--- config.mk ---
export PLATFORM = sky130hd
export DESIGN_NAME = sop_alu
export DESIGN_NICKNAME = d
export VERILOG_FILES = /design/src/rtl/sop_alu_pkg.sv /design/src/rtl/sop_alu_arith.sv /design/src/rtl/sop_alu_bitops.sv /design/src/rtl/sop_alu_wb.sv /design/src/rtl/sop_alu.sv
export SDC_FILE = /design/constraint.sdc
export NUM_CORES = 1
export LEC_CHECK = 0
export CORE_ASPECT_RATIO = 1.25
export CORE_UTILIZATION = 47
export CTS_CLUSTER_DIAMETER = 30
export CTS_CLUSTER_SIZE = 8
export DETAILED_ROUTE_END_ITERATION = 12
export PLACE_DENSITY = 0.71
export SETUP_SLACK_MARGIN = 0.1
export SYNTH_ARGS = -nofsm -noshare
export SYNTH_HDL_FRONTEND = slang
export SYNTH_SLANG_ARGS = --single-unit
--- constraint.sdc ---
create_clock -name clk -period 8.5 [get_ports clk]
set_input_delay 0.85 -clock clk [delete_from_list [all_inputs] [get_ports clk]]
set_output_delay 0.85 -clock clk [all_outputs]
set_load 0.05 [all_outputs]
--- src/rtl/sop_alu_pkg.sv ---
package sop_alu_pkg;

    typedef enum logic [3:0] {
        OP_ADD  = 4'd0,
        OP_ADDC = 4'd1,
        OP_SUB  = 4'd2,
        OP_SUBR = 4'd3,
        OP_SUBC = 4'd4,
        OP_CMP  = 4'd5,
        OP_AND  = 4'd6,
        OP_OR   = 4'd7,
        OP_XOR  = 4'd8,
        OP_SHL  = 4'd9,
        OP_SHR  = 4'd10,
        OP_ASR  = 4'd11,
        OP_ROL  = 4'd12,
        OP_ROLC = 4'd13,
        OP_RORC = 4'd14,
        OP_RSVD = 4'd15
    } op_e;

    typedef struct packed {
        logic zero;
        logic carry;
    } flags_t;

    // arithmetic group: handled by the adder/subtractor
    function automatic logic op_is_arith(op_e op);
        return (op == OP_ADD) || (op == OP_ADDC) || (op == OP_SUB) ||
               (op == OP_SUBR) || (op == OP_SUBC) || (op == OP_CMP);
    endfunction

    // operations that produce a written result
    function automatic logic op_writes(op_e op);
        return (op != OP_CMP) && (op != OP_RSVD);
    endfunction

    // operations that update the Carry flag
    function automatic logic op_sets_carry(op_e op);
        return op_is_arith(op) || (op == OP_ROLC) || (op == OP_RORC);
    endfunction

endpackage

--- src/rtl/sop_alu_arith.sv ---
module sop_alu_arith
    import sop_alu_pkg::*;
#(
    parameter int W = 32
) (
    input  op_e          op,
    input  logic [W-1:0] nom,
    input  logic [W-1:0] tmp,
    input  logic         cin,
    output logic [W-1:0] res,
    output logic         cout
);
    localparam int EW = W + 1;

    logic [EW-1:0] a_x, b_x, c_x, full;

    always_comb begin
        a_x = {1'b0, nom};
        b_x = {1'b0, tmp};
        c_x = {{W{1'b0}}, cin};
        case (op)
            OP_ADD:         full = a_x + b_x;
            OP_ADDC:        full = a_x + b_x + c_x;
            OP_SUB, OP_CMP: full = a_x - b_x;
            OP_SUBR:        full = b_x - a_x;
            OP_SUBC:        full = a_x - b_x - c_x;
            default:        full = '0;
        endcase
        // top bit is carry out for adds, borrow (negative) for subtracts
        res  = full[W-1:0];
        cout = full[W];
    end
endmodule

--- src/rtl/sop_alu_bitops.sv ---
module sop_alu_bitops
    import sop_alu_pkg::*;
#(
    parameter int W = 32
) (
    input  op_e          op,
    input  logic [W-1:0] nom,
    input  logic [W-1:0] tmp,
    input  logic         cin,
    output logic [W-1:0] res,
    output logic         cout
);
    localparam int SHW = $clog2(W);
    localparam int AW  = SHW + 1;

    logic [SHW-1:0] amt;
    logic [AW-1:0]  amt_x, back_w, back_r;
    logic [W:0]     ring, ring_l, ring_r;
    logic [W-1:0]   rot_l;

    always_comb begin
        amt    = tmp[SHW-1:0];
        amt_x  = {1'b0, amt};
        back_w = AW'(W) - amt_x;
        back_r = AW'(W + 1) - amt_x;
        ring   = {cin, nom};
        rot_l  = (nom << amt) | (nom >> back_w);
        ring_l = (ring << amt) | (ring >> back_r);
        ring_r = (ring >> amt) | (ring << back_r);

        cout = cin;
        case (op)
            OP_AND:  res = nom & tmp;
            OP_OR:   res = nom | tmp;
            OP_XOR:  res = nom ^ tmp;
            OP_SHL:  res = nom << amt;
            OP_SHR:  res = nom >> amt;
            OP_ASR:  res = W'($signed(nom) >>> amt);
            OP_ROL:  res = rot_l;
            OP_ROLC: begin
                res  = ring_l[W-1:0];
                cout = ring_l[W];
            end
            OP_RORC: begin
                res  = ring_r[W-1:0];
                cout = ring_r[W];
            end
            default: res = '0;
        endcase
    end
endmodule

--- src/rtl/sop_alu_wb.sv ---
module sop_alu_wb #(
    parameter bit TO_TEMP = 1'b0
) (
    input  logic wr,
    output logic wr_reg,
    output logic wr_tmp
);
    generate
        if (TO_TEMP) begin : g_to_temp
            assign wr_tmp = wr;
            assign wr_reg = 1'b0;
        end else begin : g_to_reg
            assign wr_reg = wr;
            assign wr_tmp = 1'b0;
        end
    endgenerate
endmodule

--- src/rtl/sop_alu.sv ---
module sop_alu
    import sop_alu_pkg::*;
#(
    parameter int W              = 32,
    parameter bit RESULT_TO_TEMP = 1'b0
) (
    input  logic         clk,
    input  logic         rst,
    input  logic         op_valid_i,
    input  logic [3:0]   op_i,
    input  logic [W-1:0] reg_val_i,
    input  logic [W-1:0] tmp_val_i,
    output logic [W-1:0] result_o,
    output logic         wr_reg_o,
    output logic         wr_tmp_o,
    output logic         zero_o,
    output logic         carry_o
);
    op_e          op;
    flags_t       flg_q;
    logic [W-1:0] res_q, ar_res, bo_res, res_nx;
    logic         wr_q, ar_c, bo_c, c_nx, take;

    assign op = op_e'(op_i);

    sop_alu_arith #(.W(W)) u_arith (
        .op(op), .nom(reg_val_i), .tmp(tmp_val_i), .cin(flg_q.carry),
        .res(ar_res), .cout(ar_c)
    );

    sop_alu_bitops #(.W(W)) u_bitops (
        .op(op), .nom(reg_val_i), .tmp(tmp_val_i), .cin(flg_q.carry),
        .res(bo_res), .cout(bo_c)
    );

    always_comb begin
        res_nx = op_is_arith(op) ? ar_res : bo_res;
        c_nx   = op_is_arith(op) ? ar_c   : bo_c;
        take   = op_valid_i && (op != OP_RSVD);
    end

    always_ff @(posedge clk) begin
        if (rst) begin
            res_q <= '0;
            wr_q  <= 1'b0;
            flg_q <= '0;
        end else begin
            wr_q <= take && op_writes(op);
            if (take && op_writes(op)) begin
                res_q <= res_nx;
            end
            if (take) begin
                flg_q.zero <= (res_nx == '0);
                if (op_sets_carry(op)) begin
                    flg_q.carry <= c_nx;
                end
            end
        end
    end

    sop_alu_wb #(.TO_TEMP(RESULT_TO_TEMP)) u_wb (
        .wr(wr_q), .wr_reg(wr_reg_o), .wr_tmp(wr_tmp_o)
    );

    assign result_o = res_q;
    assign zero_o   = flg_q.zero;
    assign carry_o  = flg_q.carry;
endmodule

==> impl_results.html, run 1 <==
<table>
<tr><th>Metric</th><th>Value</th></tr>
<tr><th colspan="2">Logic synthesis</th></tr>
<tr><td>Post-synth EDFFs</td><td>0</td></tr>
<tr><td>Predominant post-synthesis flop cell</td><td>dfxtp_1</td></tr>
<tr><td>Yosys top cell area share</td><td>10.97%</td></tr>
<tr><td>Number of unique standard cell types used by synthesis</td><td>101</td></tr>
<tr><td>Fraction of registers with async set/reset</td><td>0%</td></tr>
<tr><td>Synth warn</td><td>0</td></tr>
<tr><td>Largest cells by area after synthesis</td><td>mux4_2 (11%), mux2i_1 (8.6%), ha_1 (7.9%)</td></tr>
<tr><td>Sequential element share of the synthesized area</td><td>3.076%</td></tr>
<tr><td>Cell area after synthesis</td><td>22780 µm²</td></tr>
<tr><td>Instance count of the mapped netlist</td><td>3213</td></tr>
<tr><td>Count of state elements after synthesis</td><td>35</td></tr>
<tr><td>Mapped Nets</td><td>3430</td></tr>
<tr><td>Mean area per synthesized cell</td><td>7.090 µm²</td></tr>
<tr><td>Post-synth top area cell</td><td>mux4_2</td></tr>
<tr><th colspan="2">Placement</th></tr>
<tr><td>Area post-placement</td><td>24730 µm²</td></tr>
<tr><td>HPWL after DPL</td><td>117.3 mm</td></tr>
<tr><td>Dpl cells</td><td>3802</td></tr>
<tr><td>Port-buffer cells</td><td>105</td></tr>
<tr><td>Global placer's final weighted congestion</td><td>1.205</td></tr>
<tr><th colspan="2">Clock network</th></tr>
<tr><td>CTS resizes</td><td>0</td></tr>
<tr><td>Post-CTS Setup Bufs</td><td>0</td></tr>
<tr><td>Cell at the root of the clock tree</td><td>clkbuf_16</td></tr>
<tr><td>Clock sink total</td><td>35</td></tr>
<tr><td>Hold buffer count at cts</td><td>0</td></tr>
<tr><td>Longest Clk Path Bufs</td><td>2</td></tr>
<tr><td>TritonCTS buffer count</td><td>5</td></tr>
<tr><td>Htree depth</td><td>2</td></tr>
<tr><th colspan="2">Outcome</th></tr>
<tr><td>Status</td><td>stopped before the end</td></tr>
<tr><td>Error that halted the flow</td><td>[ERROR GRT-0116] Global routing finished with congestion. Check the congestion regions in the DRC Viewer.</td></tr>
<tr><td>Last stage reached</td><td>global routing (5_1_grt)</td></tr>
<tr><th colspan="2">Global route</th></tr>
<tr><td>Pin count of the biggest net entering global routing</td><td>126</td></tr>
<tr><td>Grt ovf</td><td>91</td></tr>
<tr><td>Total routing usage reported by global routing</td><td>67.82%</td></tr>
<tr><td>Wire length of the first global-routing pass</td><td>241.2 mm</td></tr>
<tr><td>Via count of the first global-routing pass</td><td>31170</td></tr>
<tr><th colspan="2">Floorplan</th></tr>
<tr><td>I/O Pins</td><td>107</td></tr>
<tr><td>Width of the die</td><td>198.9 µm</td></tr>
<tr><td>Rows</td><td>89</td></tr>
<tr><td>Y dimension of the die</td><td>248.1 µm</td></tr>
<tr><td>Starting utilization of the core area</td><td>47.91%</td></tr>
</table>
-- metrics by stage --
stage | setup slack, ps | hold WS (ps) | utilization, %
2_1_floorplan | 1560 | 675.5 | -
3_3_place_gp | 1448 | 450.0 | 52.00
3_5_place_dp | 1278 | 459.0 | 52.00
4_1_cts | 1569 | 467.1 | 52.36
-- logic make-up after synthesis --
kind of cell | count (synthesis) | share of synthesized area, %
buf+inv | 422 | 7.327
other cells | 1 | 0.01646
compound gates | 1058 | 31.97
fa+ha+maj | 146 | 8.118
xor+xnor | 102 | 3.922
mux | 368 | 22.60
flops | 35 | 3.076
simple gates | 1081 | 22.96
-- cell usage after synthesis, drive strengths merged (29+ instances only) --
library cell / count
nor3: 99
mux2i: 196
o211ai: 60
nor4: 52
ha: 143
o22ai: 51
o21ai: 189
mux2: 61
nand3: 89
mux4: 111
a22oi: 38
buf: 98
a21o: 30
nand2: 277
dfxtp: 35
inv: 115
xnor2: 77
a211oi: 81
nand2b: 37
a21oi: 228
a31oi: 33
clkbuf: 206
nand4: 29
nor2: 327
-- layer usage --
metal | overflow | GRT usage (%)
met1 | 0 | 72.51
met2 | 41 | 87.61
met3 | 0 | 44.11
met4 | 50 | 64.73
met5 | 0 | 7.508
==> run 2: changes to the inputs <==
- CORE_ASPECT_RATIO: 1.25 -> not set
- CORE_UTILIZATION: 47 -> 32
- CTS_CLUSTER_DIAMETER: 30 -> not set
- CTS_CLUSTER_SIZE: 8 -> not set
- PLACE_DENSITY: 0.71 -> not set
- PLACE_DENSITY_LB_ADDON: not set -> 0.15
- SETUP_SLACK_MARGIN: 0.1 -> not set
==> run 2 against run 1 <==
The flow now finishes, with violations (capacitance limit, slew limit). Synthesized cell count is the same. Synthesized area unchanged.
==> impl_results.html, run 2 <==
<table>
<tr><th>Metric</th><th>Value</th></tr>
<tr><th colspan="2">Worst setup path</th></tr>
<tr><td>Critical path capture point type</td><td>flip-flop</td></tr>
<tr><td>Arrival time of the worst setup path</td><td>7610 ps</td></tr>
<tr><td>Cell count of the worst reg-to-reg path</td><td>15</td></tr>
<tr><td>Category of the critical setup timing path</td><td>primary input to flip-flop</td></tr>
<tr><td>Startpoint kind of the worst setup timing path</td><td>primary input</td></tr>
<tr><td>Critical Path Fanout Max</td><td>8</td></tr>
<tr><td>Data required time of the worst path</td><td>8700 ps</td></tr>
<tr><th colspan="2">Placement</th></tr>
<tr><td>Dpl cells</td><td>4137</td></tr>
<tr><td>Area post-placement</td><td>25420 µm²</td></tr>
<tr><td>Port-buffer cells</td><td>105</td></tr>
<tr><td>Global placer's final weighted congestion</td><td>1.119</td></tr>
<tr><td>HPWL after DPL</td><td>138.5 mm</td></tr>
<tr><td>Post-placement setup slack</td><td>1202 ps</td></tr>
<tr><th colspan="2">Power</th></tr>
<tr><td>Part of the power in combinational logic</td><td>86.1%</td></tr>
<tr><td>Power share of the sequential group</td><td>6.7%</td></tr>
<tr><td>Switching portion of total power</td><td>62.28%</td></tr>
<tr><td>Worst voltage drop across the vdd grid</td><td>0.00006912 V</td></tr>
<tr><td>Total power after layout</td><td>2.854 mW</td></tr>
<tr><td>Cell internal pwr</td><td>1.077 mW</td></tr>
<tr><td>Power density normalized to cell area</td><td>111.4 nW/µm²</td></tr>
<tr><td>Portion of total power attributed to the clock network</td><td>7.3%</td></tr>
<tr><td>Leakage Power</td><td>9.651 nW</td></tr>
<tr><td>Switching power total</td><td>1.777 mW</td></tr>
<tr><th colspan="2">Clock network</th></tr>
<tr><td>Clock input transition at the sequential cells of the worst setup and hold paths</td><td>60 ps</td></tr>
<tr><td>Post-CTS Setup Bufs</td><td>0</td></tr>
<tr><td>Htree depth</td><td>2</td></tr>
<tr><td>Hold buffer count at cts</td><td>0</td></tr>
<tr><td>CTS resizes</td><td>0</td></tr>
<tr><td>Clock latency of the later-clocked register in the worst-skew pair</td><td>280 ps</td></tr>
<tr><td>TritonCTS buffer count</td><td>5</td></tr>
<tr><td>Clock sink total</td><td>35</td></tr>
<tr><td>Clock tree from TritonCTS</td><td>done</td></tr>
<tr><td>Cell at the root of the clock tree</td><td>clkbuf_16</td></tr>
<tr><td>Longest Clk Path Bufs</td><td>2</td></tr>
<tr><th colspan="2">Timing</th></tr>
<tr><td>RSZ-0062 raised after global routing</td><td>false</td></tr>
<tr><td>Worst clock skew</td><td>8.896 ps</td></tr>
<tr><td>Number of pins with negative max-slew slack in the final report</td><td>5</td></tr>
<tr><td>Share of the clock period used by the worst path after layout</td><td>87.28%</td></tr>
<tr><td>Endpoints failing setup</td><td>0</td></tr>
<tr><td>Max-Slew Margin vs Limit</td><td>-8.650%</td></tr>
<tr><td>Maximum clock frequency</td><td>0.1348 GHz</td></tr>
<tr><td>Worst slew pin tran</td><td>1613 ps</td></tr>
<tr><td>Aggregate negative setup slack</td><td>0 ps</td></tr>
<tr><td>Worst hold slack across all endpoints</td><td>475.6 ps</td></tr>
<tr><td>Min Tclk post-route</td><td>7419 ps</td></tr>
<tr><td>Total count of hold-check failures in the final report</td><td>0</td></tr>
<tr><td>Final critical-path setup slack</td><td>1081 ps</td></tr>
<tr><th colspan="2">Floorplan</th></tr>
<tr><td>Floorplan die area</td><td>72260 µm²</td></tr>
<tr><td>Width of the die</td><td>268.8 µm</td></tr>
<tr><td>Starting utilization of the core area</td><td>32.42%</td></tr>
<tr><td>Rows</td><td>97</td></tr>
<tr><td>I/O Pins</td><td>107</td></tr>
<tr><td>Y dimension of the die</td><td>268.8 µm</td></tr>
<tr><td>Core area</td><td>70270 µm²</td></tr>
<tr><th colspan="2">Finish</th></tr>
<tr><td>Non-filler instance count after layout</td><td>4151</td></tr>
<tr><td>Area Overhead vs Synth</td><td>12.44%</td></tr>
<tr><td>FF+latch area</td><td>700.7 µm²</td></tr>
<tr><td>Flip-flop count of the largest register, all copies and words added</td><td>32</td></tr>
<tr><td>Commonest non-fill, non-tap cell in the layout</td><td>nor2_1</td></tr>
<tr><td>Most frequent cells in the layout</td><td>nor2_1 (320), nand2_1 (277), a21oi_1 (227)</td></tr>
<tr><td>Fraction of layout instances using a drive strength above 1</td><td>14.17%</td></tr>
<tr><td>Footprint of the multi-input gates</td><td>20630 µm²</td></tr>
<tr><td>Final Instance Area</td><td>25610 µm²</td></tr>
<tr><td>Final core utilization</td><td>36.45%</td></tr>
<tr><td>Fillcell total</td><td>7489</td></tr>
<tr><td>Total number of nets in the final design</td><td>3421</td></tr>
<tr><th colspan="2">Logic synthesis</th></tr>
<tr><td>Top cells by instance count after synthesis</td><td>nor2_1 (323), nand2_1 (277), a21oi_1 (227)</td></tr>
<tr><td>Dominant combinational cell family by area after synthesis</td><td>compound AO/OA/AOI/OAI gates</td></tr>
<tr><td>Post-synth EDFFs</td><td>0</td></tr>
<tr><td>Predominant post-synthesis flop cell</td><td>dfxtp_1</td></tr>
<tr><td>Yosys top cell area share</td><td>10.97%</td></tr>
<tr><td>Mapped Nets</td><td>3430</td></tr>
<tr><td>Complex-gate fraction of the synthesized area</td><td>31.97%</td></tr>
<tr><td>Synth warn</td><td>0</td></tr>
<tr><td>Count of state elements after synthesis</td><td>35</td></tr>
<tr><td>Portion of netlist area occupied by mux cells</td><td>22.60%</td></tr>
<tr><td>Cell with the most instances after synthesis</td><td>nor2_1</td></tr>
<tr><td>Largest cells by area after synthesis</td><td>mux4_2 (11%), mux2i_1 (8.6%), ha_1 (7.9%)</td></tr>
<tr><td>Number of unique standard cell types used by synthesis</td><td>101</td></tr>
<tr><td>Post-synth top area cell</td><td>mux4_2</td></tr>
<tr><td>Xor and xnor area share after synthesis</td><td>3.922%</td></tr>
<tr><td>Instance count of the mapped netlist</td><td>3213</td></tr>
<tr><td>Sequential element share of the synthesized area</td><td>3.076%</td></tr>
<tr><td>Mean area per synthesized cell</td><td>7.090 µm²</td></tr>
<tr><td>Fraction of registers with async set/reset</td><td>0%</td></tr>
<tr><td>Simple logic cell fraction of the synthesized area</td><td>22.96%</td></tr>
<tr><td>Adder-Cell Fraction of Synth Area</td><td>8.118%</td></tr>
<tr><td>Cell area after synthesis</td><td>22780 µm²</td></tr>
<tr><th colspan="2">Detailed routing</th></tr>
<tr><td>Count of routing violations after the opening detailed-route iteration</td><td>4731</td></tr>
<tr><td>Via count normalized by instance count</td><td>7.358</td></tr>
<tr><td>Remaining routing DRC violations</td><td>0</td></tr>
<tr><td>Count of TritonRoute iterations in the first routing pass</td><td>6</td></tr>
<tr><td>Vias post-DR</td><td>30550</td></tr>
<tr><td>Final routed wire length divided by cell count</td><td>42.10 µm</td></tr>
<tr><td>Wire length reported by the detailed router</td><td>174.7 mm</td></tr>
<tr><td>Final ANT Viol Nets</td><td>0</td></tr>
<tr><th colspan="2">Global route</th></tr>
<tr><td>Pin count of the biggest net entering global routing</td><td>146</td></tr>
<tr><td>Initial antenna violation count</td><td>14</td></tr>
<tr><td>Wire length of the first global-routing pass</td><td>236.0 mm</td></tr>
<tr><td>Grt ovf</td><td>0</td></tr>
<tr><td>Total routing usage reported by global routing</td><td>47.03%</td></tr>
<tr><td>Via count of the first global-routing pass</td><td>27690</td></tr>
<tr><th colspan="2">Job</th></tr>
<tr><td># Max-Cap Violations</td><td>3</td></tr>
<tr><th colspan="2">Min path</th></tr>
<tr><td>Worst Hold Path Cells</td><td>2</td></tr>
<tr><td>Path type of the worst min-delay path</td><td>flip-flop to flip-flop</td></tr>
<tr><th colspan="2">Outcome</th></tr>
<tr><td>Failing checks</td><td>capacitance limit, slew limit</td></tr>
<tr><td>Status</td><td>complete, but fails checks</td></tr>
</table>
## run 2: cell counts after synthesis
No cell type changed its count.
## run 2: routing by layer
layer,vias up,GRT usage [%],share of wire [%]
met5,-,0.8784,0.098
met4,16,26.44,7.2
met3,554,14.73,13
met2,2534,67.37,40
met1,15140,61.77,39
li1,12300,-,-
## run 2: path summary, 6_finish.rpt
kind	from	end	slack (ps)
worst max-delay path	reg_val_i[0]	zero_o	1080
worst min-delay path	result_o[20]	result_o[20]	480
worst max register to register	carry_o	zero_o	3340
worst min register to register	result_o[20]	result_o[20]	480
## run 2: power groups by stage
stage,Clock [mW],Sequential [mW],Combinational [mW]
after floorplan,0,0.248,1.27
after global placement,0,0.193,2.32
after detailed placement,0,0.194,2.31
after CTS,0.210,0.191,2.32
after global routing,0.221,0.192,2.49
final,0.208,0.190,2.46
## run 2: cell type report
type,instances,area share [%]
tap,940,4.592
multi-input combinational,2756,80.55
clock inverter,3,0.1710
antenna,6,0.05862
inverter,118,1.739
timing repair buffer,288,9.663
sequential,35,2.736
clock buffer,5,0.4885
## run 2: cells by family after synthesis
kind of cell             after synthesis
AO/OA/AOI/OAI                       1058
XOR/XNOR                             102
adder cells (fa/ha/maj)              146
buffers and inverters                422
flip-flops                            35
multiplexers                         368
other                                  1
AND/OR/NAND/NOR                     1081
## run 2: worst max-delay path, stage by stage
cell	delay, ps
clkdlybuf4s50_1	710
ha_1	460
inv_1	260
fa_1	490
nor3b_1	170
a211oi_1	570
o211ai_1	320
a21oi_1	250
buf_4	170
o221ai_1	350
a221oi_1	730
o21ai_0	370
a221o_1	440
xnor2_1	130
a221o_1	480
a211oi_1	440
nand4_1	160
o31ai_1	250
No activity file was read; power rests on OpenSTA's default activity.
==> run 3: changes to the inputs <==
- CTS_BUF_LIST: not set -> sky130_fd_sc_hd__clkbuf_2
- CTS_CLUSTER_DIAMETER: not set -> 80
- REMOVE_ABC_BUFFERS: not set -> 1
==> run 3 against run 2 <==
The flow still finishes with violations (capacitance limit, slew limit). Core utilization fell by 0.43 points. Hold slack got worse by 4.3 ps. Setup slack improved by 490 ps. Total power fell by 7.5%. First-iteration DRC count rose by 4.7%. Sequential power barely moved. Cell count fell by 0.43%. Clock power fell by 47%. Via count fell by 2.3%. Non-clock buffer count fell by 21. Design area fell by 1.2%. Routed wire length fell by 4.7%.
==> impl_results.html, run 3 (same netlist as run 2, synthesis figures left out) <==
<table>
<tr><th>Metric</th><th>Value</th></tr>
<tr><th colspan="2">Outcome</th></tr>
<tr><td>Failing checks</td><td>capacitance limit, slew limit</td></tr>
<tr><td>Status</td><td>complete, but fails checks</td></tr>
<tr><th colspan="2">Worst setup path</th></tr>
<tr><td>Origin of the critical flop-to-flop path</td><td>carry_o</td></tr>
<tr><td>Most common cell on crit path</td><td>buf_4</td></tr>
<tr><td>Crit path largest cell delay</td><td>1220 ps</td></tr>
<tr><td>Cell count of the worst reg-to-reg path</td><td>16</td></tr>
<tr><td>Critical Path Fanout Max</td><td>113</td></tr>
<tr><td>Category of the critical setup timing path</td><td>primary input to flip-flop</td></tr>
<tr><td>Arrival time of the worst setup path</td><td>7310 ps</td></tr>
<tr><td>Family with the most delay on the worst path</td><td>compound AO/OA/AOI/OAI gates</td></tr>
<tr><td>Startpoint kind of the worst setup timing path</td><td>primary input</td></tr>
<tr><td>Slowest stage cell, crit path</td><td>a2111oi_0</td></tr>
<tr><td>Reg2reg end</td><td>zero_o</td></tr>
<tr><td>Critical path capture point type</td><td>flip-flop</td></tr>
<tr><td>Worst reg-to-reg setup slack</td><td>3180 ps</td></tr>
<tr><td>Data required time of the worst path</td><td>8880 ps</td></tr>
<tr><td>Cell chain of the critical path</td><td>clkbuf_8, buf_12, mux2i_1, buf_4, mux2i_1, a221o_1, a2111oi_0, buf_4, a2bb2oi_1, o22ai_1, nor4_1, buf_4, and4_1, and4b_1, nand4_1, nor4_1, nand4_1, o31ai_1</td></tr>
<tr><td>Bufs and invs on worst path</td><td>5</td></tr>
<tr><th colspan="2">Min path</th></tr>
<tr><td>Launch instance of the worst min-delay path</td><td>result_o[20]</td></tr>
<tr><td>Worst Hold Path Cells</td><td>2</td></tr>
<tr><td>Worst-case hold path end point</td><td>result_o[20]</td></tr>
<tr><td>Path type of the worst min-delay path</td><td>flip-flop to flip-flop</td></tr>
<tr><th colspan="2">Timing</th></tr>
<tr><td>Number of pins with negative max-slew slack in the final report</td><td>8</td></tr>
<tr><td>Worst slew pin tran</td><td>1616 ps</td></tr>
<tr><td>Total count of hold-check failures in the final report</td><td>0</td></tr>
<tr><td>Worst clock skew</td><td>35.49 ps</td></tr>
<tr><td>RSZ-0062 raised after global routing</td><td>false</td></tr>
<tr><td>Final critical-path setup slack</td><td>1570 ps</td></tr>
<tr><td>Max-Slew Margin vs Limit</td><td>-8.104%</td></tr>
<tr><td>Maximum clock frequency</td><td>0.1443 GHz</td></tr>
<tr><td>Endpoints failing setup</td><td>0</td></tr>
<tr><td>Min Tclk post-route</td><td>6930 ps</td></tr>
<tr><td>Share of the clock period used by the worst path after layout</td><td>81.52%</td></tr>
<tr><th colspan="2">Floorplan</th></tr>
<tr><td>Core area</td><td>70270 µm²</td></tr>
<tr><td>Rows</td><td>97</td></tr>
<tr><td>Floorplan die area</td><td>72260 µm²</td></tr>
<tr><td>Y dimension of the die</td><td>268.8 µm</td></tr>
<tr><td>Starting utilization of the core area</td><td>32.42%</td></tr>
<tr><td>Width of the die</td><td>268.8 µm</td></tr>
<tr><td>I/O Pins</td><td>107</td></tr>
<tr><th colspan="2">Detailed routing</th></tr>
<tr><td>Final routed wire length divided by cell count</td><td>40.27 µm</td></tr>
<tr><td>Count of TritonRoute iterations in the first routing pass</td><td>7</td></tr>
<tr><td>Final ANT Viol Nets</td><td>0</td></tr>
<tr><td>Remaining routing DRC violations</td><td>0</td></tr>
<tr><td>Via count normalized by instance count</td><td>7.224</td></tr>
<tr><td>Wire length reported by the detailed router</td><td>166.5 mm</td></tr>
<tr><td>Count of routing violations after the opening detailed-route iteration</td><td>4952</td></tr>
<tr><td>Vias post-DR</td><td>29860</td></tr>
<tr><th colspan="2">Clock network</th></tr>
<tr><td>Hold buffer count at cts</td><td>0</td></tr>
<tr><td>TritonCTS buffer count</td><td>5</td></tr>
<tr><td>Clock tree from TritonCTS</td><td>done</td></tr>
<tr><td>Cell at the root of the clock tree</td><td>clkbuf_2</td></tr>
<tr><td>Clock input transition at the sequential cells of the worst setup and hold paths</td><td>200 ps</td></tr>
<tr><td>Post-CTS Setup Bufs</td><td>0</td></tr>
<tr><td>Htree depth</td><td>2</td></tr>
<tr><td>Longest Clk Path Bufs</td><td>2</td></tr>
<tr><td>CTS resizes</td><td>0</td></tr>
<tr><td>Clock sink total</td><td>35</td></tr>
<tr><td>Clock latency of the later-clocked register in the worst-skew pair</td><td>440 ps</td></tr>
<tr><th colspan="2">Finish</th></tr>
<tr><td>Commonest non-fill, non-tap cell in the layout</td><td>nor2_1</td></tr>
<tr><td>Fillcell total</td><td>7516</td></tr>
<tr><td>FF+latch area</td><td>700.7 µm²</td></tr>
<tr><td>Non-filler instance count after layout</td><td>4133</td></tr>
<tr><td>Flip-flop count of the largest register, all copies and words added</td><td>32</td></tr>
<tr><td>Area Overhead vs Synth</td><td>11.10%</td></tr>
<tr><td>Fraction of layout instances using a drive strength above 1</td><td>13.29%</td></tr>
<tr><td>Most frequent cells in the layout</td><td>nor2_1 (322), nand2_1 (277), a21oi_1 (227)</td></tr>
<tr><td>Footprint of the multi-input gates</td><td>20580 µm²</td></tr>
<tr><td>Total number of nets in the final design</td><td>3400</td></tr>
<tr><td>Final Instance Area</td><td>25310 µm²</td></tr>
<tr><td>Final core utilization</td><td>36.01%</td></tr>
<tr><th colspan="2">Placement</th></tr>
<tr><td>Area post-placement</td><td>25210 µm²</td></tr>
<tr><td>Global placer's final weighted congestion</td><td>1.149</td></tr>
<tr><td>HPWL after DPL</td><td>130.6 mm</td></tr>
<tr><td>Port-buffer cells</td><td>105</td></tr>
<tr><td>Post-placement setup slack</td><td>1334 ps</td></tr>
<tr><td>Dpl cells</td><td>4115</td></tr>
<tr><th colspan="2">Power</th></tr>
<tr><td>Power density normalized to cell area</td><td>104.3 nW/µm²</td></tr>
<tr><td>Leakage Power</td><td>9.496 nW</td></tr>
<tr><td>Total power after layout</td><td>2.638 mW</td></tr>
<tr><td>Worst voltage drop across the vdd grid</td><td>0.0001219 V</td></tr>
<tr><th colspan="2">Job</th></tr>
<tr><td># Max-Cap Violations</td><td>2</td></tr>
<tr><th colspan="2">Global route</th></tr>
<tr><td>Grt ovf</td><td>0</td></tr>
<tr><td>Initial antenna violation count</td><td>12</td></tr>
<tr><td>Pin count of the biggest net entering global routing</td><td>114</td></tr>
<tr><td>Wire length of the first global-routing pass</td><td>228.2 mm</td></tr>
<tr><td>Total routing usage reported by global routing</td><td>45.17%</td></tr>
<tr><td>Via count of the first global-routing pass</td><td>27610</td></tr>
</table>
-- run 3: cell types whose count changed in the layout (fill, tap and decap cells not counted), moves of 3 or more --
cell       change
buf_4         -22
clkbuf_2       +5
diode_2        +3
clkbuf_16      -5
nor4_1         +3
nor4_2         -3
-- run 3: where the power goes --
part	total [mW]	leakage [nW]	switching, mW	internal, mW
logic	2.34	9.17	1.61	0.733
registers	0.188	0.290	0.00787	0.180
clock network	0.111	0.0404	0.0626	0.0483
-- run 3: stage by stage --
step	setup TNS [ps]	hold slack, ps
finish	0	471.3
global route	0	491.9
CTS	0	476.9
detailed placement	0	452.7
global placement	0	446.7
floorplan	-341.7	672.6
-- run 3: worst register-to-register path: stages (launching register included) --
cell and delay [ps]:
dfxtp_1 360, buf_4 270, nand2b_1 390, mux2_2 300
nor2_1 120, a2111oi_0 1170, buf_4 270, a2bb2oi_1 410
o22ai_1 140, nor4_1 210, buf_4 190, and4_1 220
and4b_1 230, nand4_1 200, nor4_1 440, nand4_1 140
o31ai_1 200
-- run 3: area by class of cell --
cell class / count / area share [%]
antenna: 9 / 0.08899
clock buffer: 5 / 0.09888
clock inverter: 3 / 0.1533
inverter: 118 / 1.760
multi-input combinational: 2756 / 81.30
sequential: 35 / 2.769
tap: 940 / 4.647
timing repair buffer: 267 / 9.181
-- run 3: metal layers --
metal / wire length, µm / vias up / GRT usage, %
met1: 65270 / 14670 / 58.72
met2: 69710 / 2423 / 67.44
met3: 17830 / 505 / 8.795
li1: - / 12260 / -
met4: 13600 / 6 / 30.30
met5: 47 / - / 0
-- run 3: how the worst max path moves through the flow --
stage,startpoint,endpoint,slack [ps],depth (start not counted)
finish,tmp_val_i[0],zero_o,1570,18
CTS,reg_val_i[0],zero_o,1860,16
global placement,tmp_val_i[0],zero_o,1230,18
global route,reg_val_i[0],zero_o,1420,16
detailed placement,reg_val_i[0],zero_o,1330,16
floorplan,tmp_val_i[1],zero_o,-340,14
